`src/rtl/pwr_pkg.sv`:
```
// Package pwr_pkg
// Purpose: shared mode encoding for the power-mode controller.
// Assumes: a two-bit mode code is enough for run, idle and power-down.
package pwr_pkg;
    typedef enum logic [1:0] {
        MODE_RUN   = 2'b00,
        MODE_IDLE  = 2'b01,
        MODE_PDOWN = 2'b10
    } pwr_mode_t;
endpackage

```
`src/rtl/pwr_ctl_reg.sv`:
```
// Module pwr_ctl_reg
// Purpose: holds the idle and power-down bits, applies accepted writes
//          and clears the idle bit when an interrupt wakes the core.
// Assumes: wr_accept is already qualified by the current mode; an
//          accepted write has priority over an interrupt wake-up.
module pwr_ctl_reg #(
    parameter int REG_W    = 8,
    parameter int IDLE_BIT = 0,
    parameter int PD_BIT   = 1
) (
    input  logic             clk,
    input  logic             rst_n,
    input  logic             wr_accept,
    input  logic [REG_W-1:0] wr_data,
    input  logic             irq_pending,
    output logic             idle_q,
    output logic             pd_q
);
    // Interrupts may only end idle, never power-down.
    logic wake;
    assign wake = irq_pending && idle_q && !pd_q;

    // Update the mode bits from writes, wake-up and reset.
    always_ff @(posedge clk) begin
        if (!rst_n) begin
            idle_q <= 1'b0;
            pd_q   <= 1'b0;
        end else if (wr_accept) begin
            idle_q <= wr_data[IDLE_BIT];
            pd_q   <= wr_data[PD_BIT];
        end else if (wake) begin
            idle_q <= 1'b0;
        end
    end

    // a pending interrupt in idle clears the idle bit
    a_r5_irq_clears_idle: assert property (@(posedge clk) disable iff (!rst_n)
        (!wr_accept && irq_pending && idle_q && !pd_q) |=> !idle_q);

    // power-down survives anything but a write or reset
    a_r6_pd_holds: assert property (@(posedge clk) disable iff (!rst_n)
        (pd_q && !wr_accept) |=> (pd_q && $stable(idle_q)));
endmodule

```
`src/rtl/pwr_mode_fsm.sv`:
```
// Module pwr_mode_fsm
// Purpose: registers the reported mode from the register bits and
//          qualifies register writes with the current mode.
// Assumes: power-down outranks idle when both bits are set.
module pwr_mode_fsm
    import pwr_pkg::*;
(
    input  logic      clk,
    input  logic      rst_n,
    input  logic      wr_en,
    input  logic      idle_q,
    input  logic      pd_q,
    output pwr_mode_t mode_q,
    output logic      wr_accept
);
    pwr_mode_t mode_d;

    // Decode the mode the bits ask for, power-down first.
    always_comb begin
        if (pd_q)        mode_d = MODE_PDOWN;
        else if (idle_q) mode_d = MODE_IDLE;
        else             mode_d = MODE_RUN;
    end

    // Hold the reported mode one edge behind the register.
    always_ff @(posedge clk) begin
        if (!rst_n) mode_q <= MODE_RUN;
        else        mode_q <= mode_d;
    end

    // Writes come only from a running core.
    assign wr_accept = wr_en && (mode_q == MODE_RUN);

    // power-down bit wins over idle bit
    a_r4_pd_wins: assert property (@(posedge clk) disable iff (!rst_n)
        pd_q |=> (mode_q == MODE_PDOWN));

    // idle bit alone leads to idle mode
    a_r2_idle_mode: assert property (@(posedge clk) disable iff (!rst_n)
        (idle_q && !pd_q) |=> (mode_q == MODE_IDLE));
endmodule

```
`src/rtl/pwr_clken_gen.sv`:
```
// Module pwr_clken_gen
// Purpose: registers the processor and peripheral clock enables from
//          the mode bits, in step with the reported mode.
// Assumes: enables are active high and reset to running.
module pwr_clken_gen (
    input  logic clk,
    input  logic rst_n,
    input  logic idle_q,
    input  logic pd_q,
    output logic cpu_clk_en,
    output logic periph_clk_en
);
    // Drop the processor clock in either mode, peripherals only in power-down.
    always_ff @(posedge clk) begin
        if (!rst_n) begin
            cpu_clk_en    <= 1'b1;
            periph_clk_en <= 1'b1;
        end else begin
            cpu_clk_en    <= !(idle_q || pd_q);
            periph_clk_en <= !pd_q;
        end
    end
endmodule

```
`src/rtl/pwr_mode_ctrl.sv`:
```
// Module pwr_mode_ctrl
// Purpose: top of the power-mode controller; joins the register,
//          the mode tracker and the enable generator.
// Assumes: the register is REG_W bits wide, mode bits at IDLE_BIT and
//          PD_BIT, all other bits reserved and read as zero.
module pwr_mode_ctrl
    import pwr_pkg::*;
#(
    parameter int REG_W    = 8,
    parameter int IDLE_BIT = 0,
    parameter int PD_BIT   = 1
) (
    input  logic             clk,
    input  logic             rst_n,
    input  logic             wr_en,
    input  logic [REG_W-1:0] wr_data,
    input  logic             irq_pending,
    output logic [REG_W-1:0] rd_data,
    output logic [1:0]       mode,
    output logic             cpu_clk_en,
    output logic             periph_clk_en
);
    logic      idle_q;
    logic      pd_q;
    logic      wr_accept;
    pwr_mode_t mode_q;

    pwr_ctl_reg #(.REG_W(REG_W), .IDLE_BIT(IDLE_BIT), .PD_BIT(PD_BIT)) u_reg (
        .clk(clk), .rst_n(rst_n), .wr_accept(wr_accept), .wr_data(wr_data),
        .irq_pending(irq_pending), .idle_q(idle_q), .pd_q(pd_q)
    );

    pwr_mode_fsm u_fsm (
        .clk(clk), .rst_n(rst_n), .wr_en(wr_en), .idle_q(idle_q),
        .pd_q(pd_q), .mode_q(mode_q), .wr_accept(wr_accept)
    );

    pwr_clken_gen u_clken (
        .clk(clk), .rst_n(rst_n), .idle_q(idle_q), .pd_q(pd_q),
        .cpu_clk_en(cpu_clk_en), .periph_clk_en(periph_clk_en)
    );

    // Place live mode bits, reserved bits read as zero.
    for (genvar i = 0; i < REG_W; i++) begin : g_rd
        if (i == IDLE_BIT)    begin : g_idle assign rd_data[i] = idle_q; end
        else if (i == PD_BIT) begin : g_pd   assign rd_data[i] = pd_q;   end
        else                  begin : g_rsv  assign rd_data[i] = 1'b0;   end
    end

    assign mode = mode_q;

    // first cycle out of reset shows the run state
    a_r1_reset_state: assert property (@(posedge clk)
        (rst_n && $past(!rst_n)) |->
        (mode == MODE_RUN && rd_data == '0 && cpu_clk_en && periph_clk_en));

    // enables agree with the reported mode
    a_r10_run_enables: assert property (@(posedge clk) disable iff (!rst_n)
        (mode == MODE_RUN) |-> (cpu_clk_en && periph_clk_en));
    a_r10_idle_enables: assert property (@(posedge clk) disable iff (!rst_n)
        (mode == MODE_IDLE) |-> (!cpu_clk_en && periph_clk_en));
    a_r10_pd_enables: assert property (@(posedge clk) disable iff (!rst_n)
        (mode == MODE_PDOWN) |-> (!cpu_clk_en && !periph_clk_en));

    // writes outside run mode leave the register alone
    a_r7_wr_ignored: assert property (@(posedge clk) disable iff (!rst_n)
        (wr_en && mode != MODE_RUN && !irq_pending) |=> $stable(rd_data));
endmodule

```
`config.mk`:
```
export PLATFORM = sky130hd
export DESIGN_NAME = pwr_mode_ctrl
export DESIGN_NICKNAME = d
export VERILOG_FILES = /design/src/rtl/pwr_pkg.sv /design/src/rtl/pwr_ctl_reg.sv /design/src/rtl/pwr_mode_fsm.sv /design/src/rtl/pwr_clken_gen.sv /design/src/rtl/pwr_mode_ctrl.sv
export SDC_FILE = /design/constraint.sdc
export NUM_CORES = 1
export LEC_CHECK = 0
export ABC_AREA = 0
export BUFFER_PORTS_ARGS = -buffer_cell sky130_fd_sc_hd__buf_2
export CORE_AREA = 5 5 42 44
export DETAILED_ROUTE_END_ITERATION = 16
export DIE_AREA = 0 0 47 49
export PLACE_DENSITY = 0.59
export SYNTH_ARGS = -nofsm -noshare
export SYNTH_HDL_FRONTEND = slang
export SYNTH_SLANG_ARGS = --single-unit
```
`constraint.sdc`:
```
create_clock -name clk -period 1.2 [get_ports clk]
set_clock_uncertainty 0.15 [all_clocks]
set_input_delay 0.24 -clock clk [delete_from_list [all_inputs] [get_ports clk]]
set_output_delay 0.24 -clock clk [all_outputs]
set_load 0.01 [all_outputs]
```
==> flow_summary_export.csv <==
group,metric,value,unit
run_status,outcome,"complete, no violations",
route,highest_layer,"met4",
route,dr_wl_met2,206,um
pwr,ir_drop,0.0002383,V
setup_path,cp-end-kind,"output pin",
timing,finalHoldViolations,0,
clock_network,cts_tree,"built",
route,ant_nets,0,
route,vias_per_cell,3.547,
run,drv_cap,0,
clock_network,ctsRootBufferMaster,"clkbuf_4",
layout,nets,51,
layout,drive_gt1_share,40.54,%
clock_network,clock-sinks,6,
synth,ys_seq_area_share,48.24,%
synth,yosysTopAreaCell,"dfxtp_1",
timing,fmax,0.8706,GHz
layout,utilization,21.79,%
clock_network,cts_hold_buf,0,
route,wirelength_met1,128,um
pwr,swShare,23.19,%
setup_path,critPathMaxStageDelay,0.37,ns
hold_path,hold_end,"u_reg.pd_q",
pwr,p_per_area,1463,nW/um2
pwr,pwr-share-clk,41.1,%
pwr,power.switching,103.6,uW
synth,synth_edf_count,0,
clock_network,clk_pin_slew,0.04,ns
hold_path,hold_class,"input pin to flop",
grt,overflow,0,
pwr,p_leak,0.0001604,uW
setup_path,crit_required,0.81,ns
setup_path,r2r_slack,0.21,ns
grt,grt_max_degree,7,
layout,fin_cells,53,
synth,async_flop_share,0,%
pwr,seqPwrFrac,48.4,%
synth,synthTopCellsByArea,"dfxtp_1 (48%), buf_4 (24%), nand3_1 (6.0%), o21ai_0 (6.0%), nor3b_2 (5.0%)",
route,vias,188,
clock_network,clockBufferDepth,2,
synth,ys_warn_count,0,
setup_path,slowest_stage,"dfxtp_1",
layout,n_antenna_cell,0,
clock_network,clock_latency,0.24,ns
clock_network,cts_max_level,1,
synth,postSynthAreaPerCell,9.577,um2
placement,gp_congestion,0.5951,
route,drtIter0Drc,0,
timing,finalMaxSlewViolations,0,
route,wire_per_inst,8.151,um
hold_path,whs_path_depth,3,
die,rows,14,
placement,dp.cells,50,
route,wl,432,um
die,io_pins,24,
layout,area.growth.synth_to_final,22.61,%
setup_path,path_class,"flop to output pin",
route,drc,0,
synth,ys_ff_latch,6,
timing,rsz0062_at_grt,"no",
setup_path,arrival,0.76,ns
placement,io_buffer_count,11,
synth,synth_common_cells,"buf_4 (8), dfxtp_1 (6), nand3_1 (3), o21ai_0 (3)",
synth,synth_area,249.0,um2
setup_path,rr_worst_depth,2,
timing,finalCriticalPeriod,1.149,ns
route,wl_met3,81,um
clock_network,cts_setup_buffers,0,
die,core,1401,um2
synth,yosysMostFrequentCell,"buf_4",
setup_path,crit_family,"flip-flops",
pwr,p_comb_share,10.5,%
setup_path,crit_path_cell_trace,"buf_2",
die,die_y,49,um
setup_path,r2r_end,"u_reg.idle_q",
hold_path,min_from,"wr_data[1]",
timing,finalSetupViolations,0,
grt,first_global_vias,171,
grt,grt_pass1_wl,641,um
clock_network,cts_made_buffers,3,
grt,antenna_found_initial,0,
timing,fin_setup_tns,0,ns
pwr,p_int,343.0,uW
die,die-area,2303,um2
synth,synth_ff_type,"dfxtp_1",
setup_path,path_buf_inv,1,
route,dr.pass1.iters,1,
synth,syn_inst,26,
die,start_util,17.77,%
timing,period_share,95.72,%
clock_network,cts.repair.resized,0,
synth,synth_top_area_share,48.24,%
grt,grt_usage,4.577,%
setup_path,r2r-start,"u_fsm.mode_q[1]",
setup_path,worstSetupStartpointType,"flop",
die,dieWidth,47,um
setup_path,cp_max_fo,5,
placement,dp_hpwl,376.3,um
synth,synth_cell_types,10,
[routing by layer]
metal | track usage (%) | vias up
li1 | - | 94
met1 | 3.077 | 80
met2 | 6.787 | 12
met3 | 4.428 | 2
met4 | 4.147 | 0
met5 | 0 | -
[sequential cells by signal (all words and copies together) (netlist names)]
name / flops
u_reg.pd_q: 1
u_clken.periph_clk_en: 1
u_clken.cpu_clk_en: 1
u_fsm.mode_q: 2
u_reg.idle_q: 1
[cell type report]
type                    instances  area (um2)
fillers                       170        1096
flip-flops and latches          6       120.1
multi-input cells              16       83.83
repair buffers                 11       55.05
clock buffers                   3       22.52
well taps                      16       20.02
inverters                       1       3.754
[power by group through the flow]
stage / Clock, uW / Combinational, uW / Sequential (uW)
after floorplan: 0 / 42.3 / 223
after global placement: 0 / 46.5 / 220
after detailed placement: 0 / 47.3 / 220
after CTS: 193 / 47.3 / 216
after global routing: 207 / 52.5 / 217
final: 183 / 47.0 / 216
[cell families (layout without fill, tap and decap cells)]
group                  Yosys count  count (layout)  share of synthesized area [%]
AO/OA/AOI/OAI                    3               3                          6.028
flip-flops                       6               6                          48.24
buffers and inverters            9              15                          25.63
AND/OR/NAND/NOR                  7               7                          18.59
other                            1               6                          1.506
[stage by stage]
step	setup WS, ns	power [uW]	area (um2)	hold WS, ns
2_1_floorplan	0.2597	265.1	267.8	0.1662
3_3_place_gp	0.2377	266.3	282.8	0.3007
3_5_place_dp	0.1925	267.3	282.8	0.3044
4_1_cts	0.03578	456.6	305.3	0.05713
5_1_grt	0.002958	476.4	305.3	0.06909
6_report	0.05134	446.5	305.3	0.06175
[worst max path at each step]
stage	depth (start not counted)	endpoint	slack (ns)	from
after floorplan	2	u_reg.idle_q	0.26	u_fsm.mode_q[1]
after global routing	1	rd_data[1]	0.003	u_reg.pd_q
after detailed placement	2	u_reg.idle_q	0.19	u_fsm.mode_q[1]
after global placement	2	u_reg.pd_q	0.24	u_fsm.mode_q[1]
final	1	rd_data[1]	0.05	u_reg.pd_q
after CTS	1	rd_data[1]	0.04	u_reg.pd_q
[cells in the final DEF, fill, tap and decap left out]
master and n:
nor3b_2 1, nand3_1 3, nand2b_1 1, clkbuf_4 3
conb_1 6, o21ai_0 3, and3b_1 1, inv_1 1
buf_2 11, dfxtp_1 6, nand2_1 1
(Power assumes the default switching activity.)
